## config.mk

```make
export PLATFORM = sky130hd
export DESIGN_NAME = pipe_hazard_ctrl
export DESIGN_NICKNAME = d
export VERILOG_FILES = /design/src/rtl/hz_pkg.sv /design/src/rtl/hz_src_match.sv /design/src/rtl/hz_fwd_pick.sv /design/src/rtl/hz_stall_logic.sv /design/src/rtl/pipe_hazard_ctrl.sv
export SDC_FILE = /design/constraint.sdc
export NUM_CORES = 1
export LEC_CHECK = 0
export BUFFER_PORTS_ARGS = -buffer_cell sky130_fd_sc_hd__buf_2
export CAP_MARGIN = 0
export CORE_MARGIN = 5
export CORE_UTILIZATION = 40
export DETAILED_ROUTE_END_ITERATION = 8
export PLACE_DENSITY = 0.82
export SLEW_MARGIN = 40
export SYNTH_ARGS = -nofsm -noshare
export SYNTH_HDL_FRONTEND = slang
export SYNTH_SLANG_ARGS = --single-unit
```

## constraint.sdc

```tcl
create_clock -name vclk -period 1.5
set_clock_uncertainty 0.05 [all_clocks]
set_input_delay 0.075 -clock vclk [all_inputs]
set_output_delay 0.075 -clock vclk [all_outputs]
set_load 0.01 [all_outputs]
```

## src/rtl/hz_pkg.sv

```systemverilog
// Shared definitions for the hazard controller.
// Assumes a two-bit operand select coding used by all bypass multiplexers.
package hz_pkg;
    typedef enum logic [1:0] {
        FWD_REG = 2'b00,   // value from register file / pipeline register
        FWD_WB  = 2'b01,   // value from the write-back stage
        FWD_MEM = 2'b10    // value from the memory stage
    } fwd_sel_e;
endpackage

```

## src/rtl/hz_src_match.sv

```systemverilog
// Compares one source register with one producer destination.
// Assumes register 0 is hard-wired to zero and therefore never a producer.
module hz_src_match #(
    parameter int REG_W = 5
) (
    input  logic [REG_W-1:0] dst,
    input  logic             wr,
    input  logic [REG_W-1:0] src,
    output logic             hit
);
    // Purpose: flag a live read-after-write pairing.
    always_comb begin
        hit = wr && (dst != '0) && (dst == src);
    end
endmodule

```

## src/rtl/hz_fwd_pick.sv

```systemverilog
// Priority picker for one operand multiplexer.
// Assumes the nearer stage holds the younger value; near_ok masks a near
// producer whose data is not ready yet; en forces the register path.
module hz_fwd_pick (
    input  logic       en,
    input  logic       near_hit,
    input  logic       near_ok,
    input  logic       far_hit,
    output logic [1:0] sel
);
    import hz_pkg::*;

    // Purpose: choose the youngest ready producer.
    always_comb begin
        if (!en)
            sel = FWD_REG;
        else if (near_hit && near_ok)
            sel = FWD_MEM;
        else if (far_hit)
            sel = FWD_WB;
        else
            sel = FWD_REG;
    end
endmodule

```

## src/rtl/hz_stall_logic.sv

```systemverilog
// Decides the interlock and the branch flush from per-stage match flags.
// Assumes the branch resolves in decode, so a branch needs its operands
// one stage earlier than an ALU instruction does.
module hz_stall_logic (
    input  logic id_is_branch,
    input  logic id_br_taken,
    input  logic ex_hit,
    input  logic ex_is_load,
    input  logic mem_hit,
    input  logic mem_is_load,
    output logic stall,
    output logic load_use,
    output logic flush
);
    logic ex_load_dep;
    logic br_ex_dep;
    logic br_mem_load_dep;

    // Purpose: classify the dependency cases that need a wait.
    always_comb begin
        ex_load_dep     = ex_hit && ex_is_load;
        br_ex_dep       = id_is_branch && ex_hit;
        br_mem_load_dep = id_is_branch && mem_hit && mem_is_load;
    end

    // Purpose: combine the cases into hold, load flag and flush.
    always_comb begin
        stall    = ex_load_dep || br_ex_dep || br_mem_load_dep;
        load_use = ex_load_dep || br_mem_load_dep;
        flush    = id_is_branch && id_br_taken && !stall;
    end
endmodule

```

## src/rtl/pipe_hazard_ctrl.sv

```systemverilog
// Hazard and bypass controller for a five-stage in-order pipeline with
// branches resolved in decode. Purely combinational.
// Assumes write-back writes the register file before decode reads it in the
// same cycle, and separate instruction and data memories.
module pipe_hazard_ctrl #(
    parameter int REG_W = 5
) (
    input  logic [REG_W-1:0] id_rs1,
    input  logic [REG_W-1:0] id_rs2,
    input  logic             id_is_branch,
    input  logic             id_br_taken,
    input  logic [REG_W-1:0] ex_rs1,
    input  logic [REG_W-1:0] ex_rs2,
    input  logic [REG_W-1:0] ex_rd,
    input  logic             ex_reg_wr,
    input  logic             ex_is_load,
    input  logic [REG_W-1:0] mem_rd,
    input  logic             mem_reg_wr,
    input  logic             mem_is_load,
    input  logic [REG_W-1:0] wb_rd,
    input  logic             wb_reg_wr,
    output logic             pc_hold,
    output logic             ifid_hold,
    output logic             idex_bubble,
    output logic             ifid_flush,
    output logic             load_use,
    output logic [1:0]       ex_fwd_a,
    output logic [1:0]       ex_fwd_b,
    output logic [1:0]       id_fwd_a,
    output logic [1:0]       id_fwd_b
);
    localparam int NSRC = 2;

    logic [REG_W-1:0] id_src [NSRC];
    logic [REG_W-1:0] ex_src [NSRC];
    logic [NSRC-1:0]  id_ex_hit, id_mem_hit, id_wb_hit;
    logic [NSRC-1:0]  ex_mem_hit, ex_wb_hit;
    logic [1:0]       ex_sel [NSRC];
    logic [1:0]       id_sel [NSRC];
    logic             stall;

    // Purpose: gather source operands into indexable arrays.
    always_comb begin
        id_src[0] = id_rs1;
        id_src[1] = id_rs2;
        ex_src[0] = ex_rs1;
        ex_src[1] = ex_rs2;
    end

    for (genvar k = 0; k < NSRC; k++) begin : g_src
        hz_src_match #(.REG_W(REG_W)) u_id_ex (
            .dst(ex_rd),  .wr(ex_reg_wr),  .src(id_src[k]), .hit(id_ex_hit[k]));
        hz_src_match #(.REG_W(REG_W)) u_id_mem (
            .dst(mem_rd), .wr(mem_reg_wr), .src(id_src[k]), .hit(id_mem_hit[k]));
        hz_src_match #(.REG_W(REG_W)) u_id_wb (
            .dst(wb_rd),  .wr(wb_reg_wr),  .src(id_src[k]), .hit(id_wb_hit[k]));
        hz_src_match #(.REG_W(REG_W)) u_ex_mem (
            .dst(mem_rd), .wr(mem_reg_wr), .src(ex_src[k]), .hit(ex_mem_hit[k]));
        hz_src_match #(.REG_W(REG_W)) u_ex_wb (
            .dst(wb_rd),  .wr(wb_reg_wr),  .src(ex_src[k]), .hit(ex_wb_hit[k]));

        hz_fwd_pick u_ex_pick (
            .en(1'b1), .near_hit(ex_mem_hit[k]), .near_ok(1'b1),
            .far_hit(ex_wb_hit[k]), .sel(ex_sel[k]));
        hz_fwd_pick u_id_pick (
            .en(id_is_branch), .near_hit(id_mem_hit[k]), .near_ok(!mem_is_load),
            .far_hit(id_wb_hit[k]), .sel(id_sel[k]));
    end

    hz_stall_logic u_stall (
        .id_is_branch(id_is_branch),
        .id_br_taken (id_br_taken),
        .ex_hit      (|id_ex_hit),
        .ex_is_load  (ex_is_load),
        .mem_hit     (|id_mem_hit),
        .mem_is_load (mem_is_load),
        .stall       (stall),
        .load_use    (load_use),
        .flush       (ifid_flush)
    );

    // Purpose: fan the single stall decision and selects out to the ports.
    always_comb begin
        pc_hold     = stall;
        ifid_hold   = stall;
        idex_bubble = stall;
        ex_fwd_a    = ex_sel[0];
        ex_fwd_b    = ex_sel[1];
        id_fwd_a    = id_sel[0];
        id_fwd_b    = id_sel[1];
    end
endmodule

```

==> Word level (Yosys, flattened, before mapping) <==
Index checks and enable logic that the tools add are counted.
{ "word_totals": {"word_cells": 51, "mem_bits_ro": 0, "input_bits": 42, "latch_bits": 0, "memories": 0, "ram_bits": 0, "register_bits": 0, "output_inout_bits": 13} }
{ "classes": {"magnitude_cmp": 0, "shifts": 0, "muxes": 10, "eq_ne": 10, "n_bitwise": 0, "mul": 0, "div": 0, "reduce_logical": 31, "add_sub_neg": 0} }
{ "ops": {"columns": ["op", "count"], "rows": [
  ["$eq 5x5->1", 10],
  ["$logic_and 1x1->1", 21],
  ["$reduce_bool 5->1", 3],
  ["$mux 2", 6],
  ["$mux 1", 4],
  ["$reduce_or 2->1", 2],
  ["$logic_or 1x1->1", 3],
  ["$logic_not 1->1", 2]
]} }

==> Longest topological paths before layout <==
{ "logic_depth": {"word_depth": 9, "mapped_depth": 7, "mapped_depth_nobuf": 5} }

==> Modules after synthesis <==
From an unflattened synthesis, not the netlist that was laid out.
{ "hier_totals": {"cells_unflattened": 125, "hier_area_um2": 895.9} }
{ "by_module_without_submodules": {"columns": ["mod", "n_inst", "seq_area_each_um2", "area_each_um2", "cells_each"], "rows": [
  ["hz_src_match", 10, 0.0, 76.3, 10],
  ["hz_fwd_pick", 4, 0.0, 15.0, 3],
  ["hz_stall_logic", 1, 0.0, 37.5, 7],
  ["pipe_hazard_ctrl", 1, 0.0, 35.0, 6]
]} }

==> Worst setup path before layout <==
Ideal clock, no wire load.
{ "synth_timing": {"path_type": "input-to-output", "startpoint": "input port mem_rd[4]", "endpoint": "output port ifid_hold", "path_buffers": 2, "required_ps": 1375, "arrival_ps": 1443, "path_stages": 7, "slack_ps": -68, "path_cell_list": "buf_2 -> or4_4 -> o21a_4 -> nand2_1 -> a21oi_1 -> o22a_1 -> buf_4"} }
{ "synth_between": {"elab_chain_len": 7, "word_cells_on_any_way": 10, "cone_classes": "eq/ne: 2; reduce/logical: 8"} }
{ "synth_lines": {"columns": ["item", "line", "text"], "rows": [
  ["start, declared", "pipe_hazard_ctrl.sv:17", "input logic [REG_W-1:0] mem_rd,"],
  ["$reduce_bool 5->1", "hz_src_match.sv:13", "hit = wr && (dst != '0) && (dst == src);"],
  ["$logic_and 1x1->1 (2 in a row)", "hz_src_match.sv:13", null],
  ["$reduce_or 2->1 *", "pipe_hazard_ctrl.sv:75", ".mem_hit (|id_mem_hit),"],
  ["$logic_and 1x1->1 * (2 in a row)", "hz_stall_logic.sv:23", "br_mem_load_dep = id_is_branch && mem_hit && mem_is_load;"],
  ["$logic_or 1x1->1 *", "hz_stall_logic.sv:28", "stall = ex_load_dep || br_ex_dep || br_mem_load_dep;"],
  ["end, declared", "pipe_hazard_ctrl.sv:23", "output logic ifid_hold,"]
]} }
Every way passes the cells marked *; elsewhere a longest branch is shown, timed or not.

==> Worst setup path after layout <==
{ "layout_timing": {"startpoint": "input port mem_rd[1]", "endpoint": "output port load_use"} }
{ "layout_between": {"elab_chain_len": 7, "word_cells_on_any_way": 10, "cone_classes": "eq/ne: 2; reduce/logical: 8"} }
{ "layout_lines": {"columns": ["item", "line", "text"], "rows": [
  ["$reduce_bool 5->1", "hz_src_match.sv:13", null],
  ["$logic_and 1x1->1 (2 in a row)", "hz_src_match.sv:13", null],
  ["$reduce_or 2->1 *", "pipe_hazard_ctrl.sv:75", null],
  ["$logic_and 1x1->1 * (2 in a row)", "hz_stall_logic.sv:23", null],
  ["$logic_or 1x1->1 *", "hz_stall_logic.sv:29", "load_use = ex_load_dep || br_mem_load_dep;"],
  ["end, declared", "pipe_hazard_ctrl.sv:26", "output logic load_use,"]
]} }
Marked as above.

==> flow_summary.ini <==
[layout]
seq_area_sq_um = 0
fin_util = 0.621
final_area_sq_um = 1220
fillCellCount = 195
finalNonFillerCells = 190
fin_nets = 207
final_layout_size_suffix_gt1_frac = 0.534
nClkBuffers = 0
area_delta_synth_final_pct = 49.2
seq_cell_count = 0
multiInputGateArea_sq_um = 800
diodes = 0

[die]
num_rows = 16
dieArea_sq_um = 3050
ioPinCount = 55
start_util = 0.416
core-area_sq_um = 1960
die_w_um = 55.2
die_h_um = 55.2

[drt]
drcViolationCount = 0
drtIter0Drc = 5
final_antenna_net_count = 0
dr.pass1.iters = 4
via_count = 974
vias_per_cell = 5.13
wl_mm = 2.77
wl_per_cell_um = 14.6

[setup_path]
cp_data_required_time_ns = 1.37
setup.worst_path.class = input pin to output pin
crit_fanout = 5
cp-start-kind = input pin
path_cells = buf_6 > or4_4 > o21a_4 > nand3_2 > nand2_1 > a31o_1 > buf_2
slowest_stage = or4_4
max_stage_delay_ns = 0.53
end_kind = output pin
arrival_ns = 1.42

[yosys]
synth_seq_area_share = 0
synth_warnings = 0
netlist_area_sq_um = 817
syn_inst = 109
syn-num-nets = 151
yosysUniqueCellTypes = 27
synth_area_per_cell_sq_um = 7.50

[sta]
setup_viol = 8
rsz0062_at_grt = yes
worst_pin_slew_ns = 0.279
finalHoldViolations = 0
finalWorstSetupSlack_ns = -0.0424
finalMaxSlewViolations = 0
fmax_mhz = 648
fin_crit_ns = 1.54
min_period_over_period = 1.03
slew_headroom = 0.813

[placement]
port_buffers = 55
placed_area_sq_um = 1140
dp_hpwl_mm = 2.40
gp_congestion = 0.925
placed_cells_incl_taps = 188

[outcome]
violations = setup timing
outcome = finished, violations left

[grt]
grt_pass1_vias = 1001
grt_overflow = 0
grt_pass1_wl_mm = 4.28
track_usage = 0.191
antenna_found_initial = 0
grt_max_degree = 7

[min_path]
min_from = id_br_taken
hold_depth = 4
hold_path_class = input pin to output pin
holdPathEnd = ifid_flush

[clock_tree]
cts.hold.buffers_added = 0

[pwr]
max-vdd-ir-drop_mv = 0.159
p_leak_nw = 0.563
power_density_nw_per_um2 = 276
power_uw = 336

[job]
max_cap_viol_count = 0
worst max-delay path by stage:
| stage | slack [ns] | cells past startpoint | from | endpoint |
|---|---|---|---|---|
| floorplan | -0.03 | 6 | mem_rd[4] | ex_fwd_a[0] |
| global placement | -0.11 | 7 | mem_rd[4] | ex_fwd_a[0] |
| detailed placement | -0.14 | 7 | mem_rd[4] | ex_fwd_a[0] |
| CTS | -0.03 | 7 | mem_rd[1] | ex_fwd_a[0] |
| global route | -0.10 | 7 | mem_rd[1] | ex_fwd_a[0] |
| finish | -0.04 | 7 | mem_rd[1] | load_use |
layout by cell type, fill, tap and decap left out, types with 2 or more instances in the layout:
cell type  Yosys  final
buf_6          1      2
or4_1          2      2
xor2_1        32     32
nand3_2        0      2
nand4_1        2      2
xnor2_1       18     18
nor4_2         2      2
nor3_2         2      6
nor2_1         7      7
o2111a_1       2      2
nand3_1        4      2
buf_2          1     53
nand2_1        5      4
buf_4          4     13
nor3_1         7      3
metal layers:
layer  track usage  part of all wire  up-vias
met4        0.0202            0.0094        0
met5             0                 0        -
li1              -                 -      474
met3       0.00804              0.11        4
met2         0.392              0.49       57
met1         0.219              0.40      439
area by class of cell:
| cell class | instances | share of cell area |
|---|---|---|
| multi-input cells | 95 | 0.656 |
| repair buffers | 68 | 0.316 |
| well taps | 27 | 0.0277 |
through the flow:
step | TNS, ns | hold slack, ns | setup WS (ns)
2_1_floorplan | -0.0673 | 0.194 | -0.0314
6_report | -0.197 | 0.422 | -0.0424
4_1_cts | -0.207 | 0.418 | -0.0347
3_5_place_dp | -0.375 | 0.409 | -0.144
5_1_grt | -0.596 | 0.430 | -0.101
3_3_place_gp | -0.202 | 0.407 | -0.107
cells by family (layout without fill, tap and decap cells):
| logic type | count (synthesis) | in the layout | share of synthesized area |
|---|---|---|---|
| AOI/OAI and AO/OA | 9 | 9 | 0.0980 |
| xor gates and xnor gates | 50 | 50 | 0.536 |
| buffers and inverters | 14 | 68 | 0.0934 |
| and+or+nand+nor | 36 | 36 | 0.273 |
synth_stat cells (2+ instances only):
| master | instances | area [sq um] |
|---|---|---|
| nor2_1 | 7 | 26.3 |
| clkbuf_1 | 6 | 22.5 |
| nand4_1 | 2 | 12.5 |
| buf_4 | 4 | 30.0 |
| nor3_1 | 7 | 35.0 |
| o2111a_1 | 2 | 22.5 |
| or4_1 | 2 | 15.0 |
| buf_1 | 2 | 7.51 |
| xor2_1 | 32 | 280 |
| nand2_1 | 5 | 18.8 |
| nor3_2 | 2 | 20.0 |
| xnor2_1 | 18 | 158 |
| nor4_2 | 2 | 25.0 |
| nand4_2 | 2 | 25.0 |
| nand3_1 | 4 | 20.0 |
critical path: cells and delay by family:
kind	cells	cell delay, ns
buffers and inverters	2	0.22
AOI/OAI and AO/OA	2	0.44
and+or+nand+nor	3	0.69
where the power goes:
part	total (mW)	internal (mW)	switching (mW)
clock network	0	0	0
logic	0.336	0.159	0.178
registers	0	0	0
total	0.336	0.159	0.178
repair_timing:
| action | CTS | global route |
|---|---|---|
| gates resized for setup | 8 | 5 |
| endpoints found under the setup margin | 9 | 9 |
| hold endpoints to repair | 0 | 0 |
| pin swaps | 7 | 3 |
| buffers inserted | 2 | 0 |
(Power assumes the default switching activity.)
